<file path="src/rtl/shadow_pkg.sv">
package shadow_pkg;
  localparam int unsigned SEL_W = 4;

  typedef enum logic [1:0] {ST_SAMPLE, ST_COPY, ST_DONE} seq_state_e;

  // Pages in the top quarter are I/O when the sel bit picked by page[1:0] is set
  function automatic logic page_is_io(input logic [SEL_W-1:0] sel,
                                      input logic [15:0] page,
                                      input int unsigned page_w);
    logic [15:0] top;
    top = page >> (page_w - 2);
    return (top[1:0] == 2'b11) && sel[page[1:0]];
  endfunction
endpackage

</file>
<file path="src/rtl/shadow_map_table.sv">
module shadow_map_table
  import shadow_pkg::*;
#(
  parameter int unsigned PAGE_W = 8,
  parameter int unsigned NPORT  = 2
) (
  input  logic [SEL_W-1:0]             sel_i,
  input  logic [NPORT-1:0][PAGE_W-1:0] page_i,
  output logic [NPORT-1:0]             io_o
);
  for (genvar g = 0; g < NPORT; g++) begin : g_port
    assign io_o[g] = page_is_io(sel_i, 16'(page_i[g]), PAGE_W);
  end
endmodule

</file>
<file path="src/rtl/shadow_copy_seq.sv">
module shadow_copy_seq
  import shadow_pkg::*;
#(
  parameter int unsigned ADDR_W = 16,
  parameter int unsigned OFF_W  = 8
) (
  input  logic              clk_i,
  input  logic              rst_ni,
  input  logic [SEL_W-1:0]  sw_i,
  output logic [SEL_W-1:0]  sel_o,
  input  logic              page_io_i,
  output logic              ext_req_o,
  output logic [ADDR_W-1:0] addr_o,
  input  logic              ext_ack_i,
  output logic              ram_we_o,
  output logic              done_o
);
  localparam int unsigned PAGE_W = ADDR_W - OFF_W;

  seq_state_e        state_q;
  logic [ADDR_W-1:0] addr_q;
  logic [SEL_W-1:0]  sel_q;
  logic [PAGE_W-1:0] page;
  logic              last_page;

  assign page      = addr_q[ADDR_W-1:OFF_W];
  assign last_page = &page;

  always_ff @(posedge clk_i or negedge rst_ni) begin
    if (!rst_ni) begin
      state_q <= ST_SAMPLE;
      addr_q  <= '0;
      sel_q   <= '0;
    end else begin
      unique case (state_q)
        ST_SAMPLE: begin
          sel_q   <= sw_i;
          addr_q  <= '0;
          state_q <= ST_COPY;
        end
        ST_COPY: begin
          if (page_io_i) begin
            if (last_page) state_q <= ST_DONE;
            else           addr_q  <= {page + PAGE_W'(1), {OFF_W{1'b0}}};
          end else if (ext_ack_i) begin
            if (&addr_q) state_q <= ST_DONE;
            else         addr_q  <= addr_q + ADDR_W'(1);
          end
        end
        default: state_q <= ST_DONE;
      endcase
    end
  end

  assign ext_req_o = (state_q == ST_COPY) && !page_io_i;
  assign ram_we_o  = ext_req_o && ext_ack_i;
  assign done_o    = (state_q == ST_DONE);
  assign addr_o    = addr_q;
  assign sel_o     = sel_q;
endmodule

</file>
<file path="src/rtl/shadow_router.sv">
module shadow_router #(
  parameter int unsigned DATA_W = 8
) (
  input  logic              run_i,
  input  logic              core_req_i,
  input  logic              core_we_i,
  input  logic              core_io_i,
  output logic [DATA_W-1:0] core_rdata_o,
  output logic              core_stall_o,
  output logic              ext_req_o,
  input  logic              ext_ack_i,
  input  logic [DATA_W-1:0] ext_rdata_i,
  output logic              ram_we_o,
  input  logic [DATA_W-1:0] ram_rdata_i
);
  logic io_done;

  assign ext_req_o    = run_i && core_req_i && core_io_i;
  assign io_done      = ext_req_o && ext_ack_i;
  assign ram_we_o     = run_i && core_req_i && !core_io_i && core_we_i;
  assign core_stall_o = !run_i || (ext_req_o && !ext_ack_i);
  assign core_rdata_o = io_done ? ext_rdata_i : ram_rdata_i;
endmodule

</file>
<file path="src/rtl/shadow_ctrl.sv">
module shadow_ctrl
  import shadow_pkg::*;
#(
  parameter int unsigned ADDR_W = 16,
  parameter int unsigned OFF_W  = 8,
  parameter int unsigned DATA_W = 8
) (
  input  logic              clk_i,
  input  logic              rst_ni,
  input  logic [3:0]        map_sel_i,
  input  logic              core_req_i,
  input  logic              core_we_i,
  input  logic [ADDR_W-1:0] core_addr_i,
  input  logic [DATA_W-1:0] core_wdata_i,
  output logic [DATA_W-1:0] core_rdata_o,
  output logic              core_stall_o,
  output logic              copy_done_o,
  output logic              ext_req_o,
  output logic              ext_we_o,
  output logic [ADDR_W-1:0] ext_addr_o,
  output logic [DATA_W-1:0] ext_wdata_o,
  input  logic              ext_ack_i,
  input  logic [DATA_W-1:0] ext_rdata_i,
  output logic              ram_we_o,
  output logic [ADDR_W-1:0] ram_addr_o,
  output logic [DATA_W-1:0] ram_wdata_o,
  input  logic [DATA_W-1:0] ram_rdata_i
);
  localparam int unsigned PAGE_W = ADDR_W - OFF_W;

  logic [SEL_W-1:0]       map_sel_q;
  logic [1:0][PAGE_W-1:0] lookup_page;
  logic [1:0]             lookup_io;
  logic [ADDR_W-1:0]      seq_addr;
  logic                   seq_req, seq_we, seq_done;
  logic                   rtr_req, rtr_we;
  logic                   run_q;

  assign lookup_page[0] = seq_addr[ADDR_W-1:OFF_W];
  assign lookup_page[1] = core_addr_i[ADDR_W-1:OFF_W];

  shadow_map_table #(.PAGE_W(PAGE_W), .NPORT(2)) u_map (
    .sel_i (map_sel_q),
    .page_i(lookup_page),
    .io_o  (lookup_io)
  );

  shadow_copy_seq #(.ADDR_W(ADDR_W), .OFF_W(OFF_W)) u_seq (
    .clk_i    (clk_i),
    .rst_ni   (rst_ni),
    .sw_i     (map_sel_i),
    .sel_o    (map_sel_q),
    .page_io_i(lookup_io[0]),
    .ext_req_o(seq_req),
    .addr_o   (seq_addr),
    .ext_ack_i(ext_ack_i),
    .ram_we_o (seq_we),
    .done_o   (seq_done)
  );

  // Stall drops one cycle after done
  always_ff @(posedge clk_i or negedge rst_ni) begin
    if (!rst_ni) run_q <= 1'b0;
    else         run_q <= seq_done;
  end

  shadow_router #(.DATA_W(DATA_W)) u_rtr (
    .run_i       (run_q),
    .core_req_i  (core_req_i),
    .core_we_i   (core_we_i),
    .core_io_i   (lookup_io[1]),
    .core_rdata_o(core_rdata_o),
    .core_stall_o(core_stall_o),
    .ext_req_o   (rtr_req),
    .ext_ack_i   (ext_ack_i),
    .ext_rdata_i (ext_rdata_i),
    .ram_we_o    (rtr_we),
    .ram_rdata_i (ram_rdata_i)
  );

  assign copy_done_o = seq_done;
  assign ext_req_o   = seq_req || rtr_req;
  assign ext_we_o    = run_q && core_we_i;
  assign ext_addr_o  = run_q ? core_addr_i : seq_addr;
  assign ext_wdata_o = core_wdata_i;
  assign ram_we_o    = seq_we || rtr_we;
  assign ram_addr_o  = run_q ? core_addr_i : seq_addr;
  assign ram_wdata_o = run_q ? core_wdata_i : ext_rdata_i;
endmodule

</file>
<file path="config.mk">
export PLATFORM = sky130hd
export DESIGN_NAME = shadow_ctrl
export DESIGN_NICKNAME = d
export VERILOG_FILES = /design/src/rtl/shadow_pkg.sv /design/src/rtl/shadow_map_table.sv /design/src/rtl/shadow_copy_seq.sv /design/src/rtl/shadow_router.sv /design/src/rtl/shadow_ctrl.sv
export SDC_FILE = /design/constraint.sdc
export NUM_CORES = 1
export LEC_CHECK = 0
export BUFFER_PORTS_ARGS = -buffer_cell sky130_fd_sc_hd__buf_2
export CAP_MARGIN = 15
export CORE_AREA = 2 2 69 71
export DETAILED_ROUTE_END_ITERATION = 6
export DIE_AREA = 0 0 71 73
export PLACE_DENSITY = 0.89
export SYNTH_ARGS = -nofsm -noshare
export SYNTH_HDL_FRONTEND = slang
export SYNTH_SLANG_ARGS = --single-unit
export TNS_END_PERCENT = 10
</file>
<file path="constraint.sdc">
create_clock -name clk_i -period 2.6 [get_ports clk_i]
set_input_delay 0.13 -clock clk_i [delete_from_list [all_inputs] [get_ports clk_i]]
set_output_delay 0.13 -clock clk_i [all_outputs]
set_load 0.05 [all_outputs]
</file>
==> results.json, run 1 <==
{
  "crit_slowest_cell": "or4_1",
  "drive_gt1_frac": 0.5137,
  "p_clk_frac": 0.138,
  "sequentialPowerShare": 0.311,
  "antenna_found_initial": 0,
  "die_h_microns": 73,
  "final_cell_mix": "109 x buf_2, 27 x mux2_2, 23 x dfrtp_1",
  "die_x_microns": 71,
  "synthArstFlopShare": 1.000,
  "combPwrFrac": 0.552,
  "relSlewSlack": 0.6473,
  "skew_ns": 0.006507,
  "clk_latency_ns": 0.27,
  "cp_slowest_stage_delay_ns": 0.55,
  "r2r_setup_slack_ns": 0.30,
  "dr_total_vias": 1898,
  "multi_input_area_sq_um": 1096,
  "cts.sinks": 23,
  "regArea_sq_um": 575.6,
  "rsz0062_at_grt": "false",
  "grt_usage": 0.1851,
  "crit_required_ns": 2.47,
  "cp.arrival_ns": 2.29,
  "swShare": 0.5337,
  "synthToLayoutAreaGrowth_pct": 24.97,
  "ys_seq_area_frac": 0.3030,
  "clk_pin_slew_ns": 0.08,
  "dp_hpwl_microns": 3936,
  "h-tree-depth": 1,
  "viasPerCell": 5.486,
  "netlist_area_sq_um": 1899,
  "setup_viol": 0,
  "yosysWarnings": 0,
  "crit_chain": "mux2i_1, and2_1, or4_1, or2_4, mux2_1, buf_2",
  "endpoint_kind": "output pin",
  "diodes": 0,
  "vdd_drop_max_v": 0.0004542,
  "core_area_sq_um": 4536,
  "drv_cap": 0,
  "drv_slew": 0,
  "pin_count": 110,
  "setup_tns_ns": 0,
  "synth_edf_count": 0,
  "fmaxAchievable_mhz": 412.8,
  "wl_per_cell_microns": 14.36,
  "syn_avg_cell_area_sq_um": 9.131,
  "hold_path_class": "input pin to flip-flop",
  "cts_tree": "yes",
  "die_area_sq_um": 5183,
  "total_leakage_power_nw": 1.203,
  "synthFlopType": "dfrtp_1",
  "final_antenna_net_count": 0,
  "drt_iter0_markers": 78,
  "grt_first_pass_wirelength_microns": 7748,
  "wirelength_microns": 4967,
  "fin_crit_ns": 2.422,
  "power_density_nw_per_um2": 684.9,
  "synth-seq-cells": 23,
  "overflow": 0,
  "firstDrtPassIters": 4,
  "final_common_cell": "buf_2",
  "intPower_mw": 0.7580,
  "worst_slack_ns": 0.1778,
  "critPathKind": "flip-flop to output pin",
  "first_global_vias": 1760,
  "port_buffers": 109,
  "synth_nets": 259,
  "switchingPower_mw": 0.8676,
  "outcome": "finished, final reports clean",
  "power_mw": 1.626,
  "crit_buf_inv": 1,
  "clk_path_buf_depth": 2,
  "gp_congestion": 0.8711,
  "crit_family": "simple AND/OR/NAND/NOR gates",
  "cts-root-buf": "clkbuf_8",
  "fillers": 429,
  "critPathMaxFanout": 8,
  "initial_core_util": 0.4188,
  "pre_cts_slack_ns": 0.3346,
  "synthCells": 208,
  "drc_errors": 0,
  "row_count": 25,
  "start_kind": "flip-flop",
  "post-route-period-util": 0.9316,
  "ys_types": 40,
  "fin_nets": 344,
  "hold_viol": 0,
  "worstMarginPinSlew_ns": 0.5291,
  "numCtsBuffers": 3,
  "grt_max_degree": 28
}
## power by group through the flow
stage          clock network, mW  registers, mW  logic (mW)
2_1_floorplan                  0          0.488       0.793
3_3_place_gp                   0          0.510       0.889
3_5_place_dp                   0          0.513       0.898
4_1_cts                    0.227          0.504       0.903
5_1_grt                    0.239          0.523       0.942
6_report                   0.224          0.505       0.897
## routing by layer
layer | vias up | track usage | routed length, microns
met1 | 895 | 0.2238 | 2055
li1 | 896 | - | -
met2 | 101 | 0.3396 | 2383
met4 | 0 | 0.04612 | 57
met3 | 6 | 0.03453 | 469
met5 | - | 0 | 0
## cell families (layout without fill, tap and decap cells)
family / Yosys count / in the layout / synth area share
AO/OA/AOI/OAI: 52 / 52 / 0.1871
adder cells (fa/ha/maj): 2 / 2 / 0.01317
buffers and inverters: 37 / 121 / 0.1212
flip-flops: 23 / 23 / 0.3030
multiplexers: 37 / 37 / 0.2246
AND/OR/NAND/NOR: 57 / 57 / 0.1509
## registers in the layout (all words and copies together), names as in the netlist
signal,flops
run_q,1
u_seq.sel_o,4
u_seq.addr_o,16
u_seq.state_q,2
## area by class of cell
type | instances | share of cell area
clock buffer | 4 | 0.01898
inverter | 5 | 0.007907
tap | 54 | 0.02847
multi-input combinational | 148 | 0.4618
timing repair buffer | 112 | 0.2404
sequential | 23 | 0.2425
## Yosys cell counts, types with 3 or more instances
library cell / number / area share
a21o_1: 6 / 0.024
a21oi_1: 6 / 0.016
a31oi_1: 5 / 0.016
and2_1: 4 / 0.013
and3_1: 3 / 0.0099
buf_4: 24 / 0.095
clkbuf_1: 5 / 0.0099
dfrtp_1: 23 / 0.30
inv_1: 5 / 0.0099
mux2_1: 8 / 0.047
mux2_2: 27 / 0.16
nand2_1: 16 / 0.032
nand2b_1: 3 / 0.0099
nand3_1: 8 / 0.021
nor2_1: 9 / 0.018
nor2b_1: 3 / 0.0099
nor3_1: 3 / 0.0079
o21ai_0: 9 / 0.024
o21ai_1: 9 / 0.024
o31ai_2: 4 / 0.026
## path summary, 6_finish.rpt
path | startpoint | endpoint | depth (start not counted)
setup reg to reg | u_seq.addr_o[8]$_DFFE_PN0P_ | u_seq.addr_o[3]$_DFFE_PN0P_ | 5
hold / removal | map_sel_i[1] | u_seq.sel_o[1]$_DFFE_PN0P_ | 2
max in group asynchronous | rst_ni | u_seq.addr_o[11]$_DFFE_PN0P_ | 2
hold reg to reg | u_seq.state_q[0]$_DFFE_PN0P_ | run_q$_DFF_PN0_ | 1
setup / recovery | u_seq.sel_o[3]$_DFFE_PN0P_ | core_rdata_o[4] | 6
min in group asynchronous | rst_ni | u_seq.addr_o[0]$_DFFE_PN0P_ | 2
## worst register-to-register path, cell delays in order, from the launching register on
cell and delay (ns):
dfrtp_1 0.46, mux4_2 0.59, a21o_1 0.20, a211o_1 0.30, or2_0 0.38, o31ai_2 0.28
## timing repair
action	CTS	global route
endpoints found under the setup margin	0	7
resized for setup	0	1
hold buffers	1	0
buffers inserted	0	0
endpoints found under the hold margin	23	0
## per-stage QoR
step	cell area (sq um)	utilization	cells	hold WS, ns
final	2374	0.5233	346	0.09477
after floorplan	1899	-	208	-0.1656
after global placement	2316	0.5106	341	0.1261
after detailed placement	2316	0.5106	341	0.1297
after global routing	2374	0.5233	346	0.09956
after CTS	2371	0.5228	346	0.09699
No activity file was read; power rests on OpenSTA's default activity.
==> inputs of run 2 (changes only) <==
CORE_AREA = 2 2 86 88   (was 2 2 69 71)
DIE_AREA = 0 0 88 90   (was 0 0 71 73)
PLACE_DENSITY = 0.64   (was 0.89)
==> results.json, run 2 (synthesis results as in run 1) <==
{
  "crit_chain": "mux2i_1, and2_1, or4_1, or2_4, mux2_1, buf_2",
  "wirelength_microns": 5184,
  "crit_required_ns": 2.47,
  "hold_path_class": "input pin to flip-flop",
  "critPathKind": "flip-flop to output pin",
  "port_buffers": 109,
  "fin_nets": 344,
  "synthToLayoutAreaGrowth_pct": 27.93,
  "diodes": 0,
  "pre_cts_slack_ns": 0.3406,
  "post-route-period-util": 0.9324,
  "row_count": 31,
  "fmaxAchievable_mhz": 412.5,
  "dr_total_vias": 1873,
  "grt_first_pass_wirelength_microns": 7728,
  "worstMarginPinSlew_ns": 0.5226,
  "grt_max_degree": 28,
  "drv_slew": 0,
  "cp.arrival_ns": 2.29,
  "placedCellCount": 386,
  "switchingPower_mw": 0.8697,
  "viasPerCell": 4.790,
  "whs_path_depth": 2,
  "final_antenna_net_count": 0,
  "cts-root-buf": "clkbuf_8",
  "setup_tns_ns": 0,
  "rsz0062_at_grt": "false",
  "intPower_mw": 0.7579,
  "antenna_found_initial": 0,
  "die_x_microns": 88,
  "sequentialPowerShare": 0.313,
  "stdcell_count": 391,
  "core_area_sq_um": 7020,
  "power_density_nw_per_um2": 669.8,
  "drt-met1-wl_microns": 2363,
  "swShare": 0.5343,
  "clk_pin_slew_ns": 0.08,
  "outcome": "finished, final reports clean",
  "combPwrFrac": 0.547,
  "power_mw": 1.628,
  "final_common_cell": "buf_2",
  "fin_hold_ws_ns": 0.09223,
  "p_clk_frac": 0.140,
  "setup_viol": 0,
  "worst_slack_ns": 0.1757,
  "critPathMaxFanout": 8,
  "crit_slowest_cell": "or4_1",
  "endpoint_kind": "output pin",
  "drc_errors": 0,
  "drive_gt1_frac": 0.5137,
  "cp_slowest_stage_delay_ns": 0.55,
  "largest_reg_flops": 16,
  "r2r_setup_slack_ns": 0.32,
  "die_h_microns": 90,
  "pin_count": 110,
  "crit_family": "simple AND/OR/NAND/NOR gates",
  "clk_latency_ns": 0.27,
  "cp.depth": 6,
  "crit_buf_inv": 1,
  "firstDrtPassIters": 4,
  "drv_cap": 0,
  "skew_ns": 0.001234,
  "total_leakage_power_nw": 1.203,
  "first_global_vias": 1639,
  "clk_path_buf_depth": 2,
  "grt_usage": 0.1236,
  "numCtsBuffers": 3,
  "hold_viol": 0,
  "cts.sinks": 23,
  "topRoutingLayerUsed": "met4",
  "wl_met2_microns": 2284,
  "relSlewSlack": 0.6516,
  "h-tree-depth": 1,
  "dr_wl_met3_microns": 477,
  "final_cell_mix": "109 x buf_2, 27 x mux2_2, 23 x dfrtp_1",
  "dp_hpwl_microns": 4074,
  "fin_crit_ns": 2.424,
  "cts_tree": "yes",
  "drt_iter0_markers": 154,
  "start_kind": "flip-flop",
  "vdd_drop_max_v": 0.0003497,
  "die_area_sq_um": 7920,
  "gp_congestion": 0.8667,
  "ff2ff_path_depth": 5,
  "overflow": 0,
  "wl_per_cell_microns": 13.26,
  "initial_core_util": 0.2705
}
[run 2: cell counts in the layout (fill, tap and decap cells not counted)]
No cell type changed its count.
[run 2: repair_timing]
action	CTS	global route
hold endpoints to repair	23	0
setup endpoints to repair	0	8
resized for setup	0	1
hold buffers	1	0
buffers inserted	0	0
[run 2: power by group through the flow]
stage               logic, mW  registers [mW]  clock network (mW)
global placement        0.887           0.517                   0
CTS                     0.897           0.510               0.232
detailed placement      0.893           0.516                   0
finish                  0.890           0.510               0.228
floorplan               0.793           0.488                   0
global route            0.939           0.523               0.245
[run 2: through the flow]
step                        util  area, sq um
after floorplan                -         1899
after global placement    0.3379         2372
after detailed placement  0.3379         2372
after CTS                 0.3457         2427
after global routing      0.3461         2430
final                     0.3461         2430
[run 2: worst paths after layout]
kind	startpoint	end
worst min register to register	u_seq.addr_o[7]$_DFFE_PN0P_	u_seq.addr_o[7]$_DFFE_PN0P_
worst max-delay path	u_seq.sel_o[3]$_DFFE_PN0P_	core_rdata_o[4]
worst min-delay path	map_sel_i[1]	u_seq.sel_o[1]$_DFFE_PN0P_
max in group asynchronous	rst_ni	u_seq.addr_o[15]$_DFFE_PN0P_
worst max register to register	u_seq.addr_o[8]$_DFFE_PN0P_	u_seq.addr_o[3]$_DFFE_PN0P_
min in group asynchronous	rst_ni	u_seq.addr_o[2]$_DFFE_PN0P_
[run 2: layout make-up]
type,instances,area (sq um)
multi-input combinational,148,1096
timing repair buffer,112,570.5
fill,714,4591
inverter,5,18.77
sequential,23,575.6
clock buffer,4,45.04
tap,99,123.9
[run 2: metal layers]
layer  GRT usage  vias up
met1      0.1648      859
li1            -      905
met4     0.03846        0
met2      0.2001      104
met3     0.02296        5
met5           0        -
[run 2: worst register-to-register path: stages (launching register included)]
cell	delay, ns
dfrtp_1	0.46
mux4_2	0.60
a21o_1	0.20
a211o_1	0.30
or2_0	0.37
o31ai_2	0.26
==> inputs of run 3 (changes only) <==
==> constraint.sdc (replaced) <==
create_clock -name clk_i -period 2.6 [get_ports clk_i]
set_input_delay 0.26 -clock clk_i [delete_from_list [all_inputs] [get_ports clk_i]]
set_output_delay 0.26 -clock clk_i [all_outputs]
set_load 0.05 [all_outputs]
==> results.json, run 3 (synthesis results as in run 1) <==
{
  "outcome": "finished, final reports clean",
  "die_x_microns": 88,
  "drv_slew": 0,
  "start_kind": "flip-flop",
  "die_h_microns": 90,
  "crit_required_ns": 2.34,
  "cp.arrival_ns": 2.26,
  "post-route-period-util": 0.9684,
  "grt_first_pass_wirelength_microns": 7776,
  "critPathKind": "flip-flop to output pin",
  "clk_pin_slew_ns": 0.09,
  "fillers": 726,
  "cts_tree": "yes",
  "die_area_sq_um": 7920,
  "total_leakage_power_nw": 1.213,
  "overflow": 0,
  "drt_iter0_markers": 100,
  "grt_max_degree": 28,
  "finalInstanceArea_sq_um": 2449,
  "critPathMaxFanout": 8,
  "final_cell_mix": "106 x buf_2, 27 x mux2_2, 23 x dfrtp_1",
  "cts.sinks": 23,
  "clk_path_buf_depth": 2,
  "regArea_sq_um": 575.6,
  "dp_hpwl_microns": 4059,
  "power_density_nw_per_um2": 665.6,
  "row_count": 31,
  "dr_total_vias": 1872,
  "final_common_cell": "buf_2",
  "multi_input_area_sq_um": 1100,
  "drive_gt1_frac": 0.5188,
  "grt_usage": 0.1223,
  "endpoint_kind": "output pin",
  "largest_reg_flops": 16,
  "power_mw": 1.630,
  "final_util": 0.3488,
  "firstDrtPassIters": 4,
  "placed_cell_area_sq_um": 2372,
  "setup_viol": 0,
  "worstMarginPinSlew_ns": 0.5326,
  "port_buffers": 109,
  "core_area_sq_um": 7020,
  "final_antenna_net_count": 0,
  "drv_cap": 0,
  "clk_latency_ns": 0.26,
  "vdd_drop_max_v": 0.0003206,
  "drc_errors": 0,
  "synthToLayoutAreaGrowth_pct": 28.92,
  "fmaxAchievable_mhz": 397.2,
  "wirelength_microns": 5099,
  "relSlewSlack": 0.6449,
  "first_global_vias": 1712,
  "pin_count": 110,
  "hold_path_class": "input pin to flip-flop",
  "numCtsBuffers": 3,
  "skew_ns": 0.006594,
  "cts-root-buf": "clkbuf_8",
  "pre_cts_slack_ns": 0.1229,
  "rsz0062_at_grt": "true",
  "fin_nets": 345,
  "gp_congestion": 0.8627,
  "diodes": 0,
  "worst_slack_ns": 0.08210,
  "wl_per_cell_microns": 13.01,
  "initial_core_util": 0.2705,
  "fin_crit_ns": 2.518,
  "viasPerCell": 4.776,
  "hold_viol": 0,
  "h-tree-depth": 1,
  "antenna_found_initial": 0
}
[run 3: power by group]
part           total [mW]  leakage (nW)  switching [mW]  internal [mW]
logic               0.890         0.892           0.655          0.235
clock network       0.227        0.0228           0.118          0.109
registers           0.513         0.298          0.0981          0.415
[run 3: per-stage QoR]
step	TNS, ns	hold WS (ns)	cells
after global placement	0	0.2743	386
after floorplan	0	-0.03559	208
after global routing	-0.01367	0.2280	392
final	0	0.2292	392
after CTS	0	0.2258	391
after detailed placement	0	0.2815	386
[run 3: cell type report]
cell class | instances | area share
repair buffers | 113 | 0.2391
flip-flops and latches | 23 | 0.2351
multi-input cells | 148 | 0.4492
well taps | 99 | 0.05059
inverters | 5 | 0.007665
clock buffers | 4 | 0.01840
[run 3: repair_timing]
action,4_1_cts,5_1_grt
gates resized for setup,1,6
hold buffers,1,0
endpoints found under the setup margin,8,9
hold endpoints to repair,23,0
setup buffers,0,1
[run 3: path summary, 6_finish.rpt]
kind / startpoint / end / slack [ns] / cells after the start
worst min-delay path: map_sel_i[3] / u_seq.sel_o[3]$_DFFE_PN0P_ / 0.23 / 2
min in group asynchronous: rst_ni / u_seq.sel_o[0]$_DFFE_PN0P_ / 0.50 / 2
max in group asynchronous: rst_ni / u_seq.state_q[0]$_DFFE_PN0P_ / 1.74 / 2
worst max-delay path: u_seq.sel_o[3]$_DFFE_PN0P_ / core_rdata_o[7] / 0.08 / 6
worst max register to register: u_seq.addr_o[8]$_DFFE_PN0P_ / u_seq.addr_o[3]$_DFFE_PN0P_ / 0.26 / 5
worst min register to register: u_seq.addr_o[7]$_DFFE_PN0P_ / u_seq.addr_o[7]$_DFFE_PN0P_ / 0.52 / 1
[run 3: layer usage]
layer / vias up / routed length [microns] / GRT usage
met1: 864 / 2133 / 0.1551
met2: 106 / 2363 / 0.2109
met4: 0 / 24 / 0.03205
li1: 900 / - / -
met3: 2 / 577 / 0.02112
met5: - / 0 / 0
[run 3: critical path: stages, from the launching register on]
cell and delay, ns:
dfrtp_1 0.37, mux2i_1 0.07, and2_1 0.17, or4_4 0.54
or2_4 0.31, mux2_1 0.32, buf_2 0.21
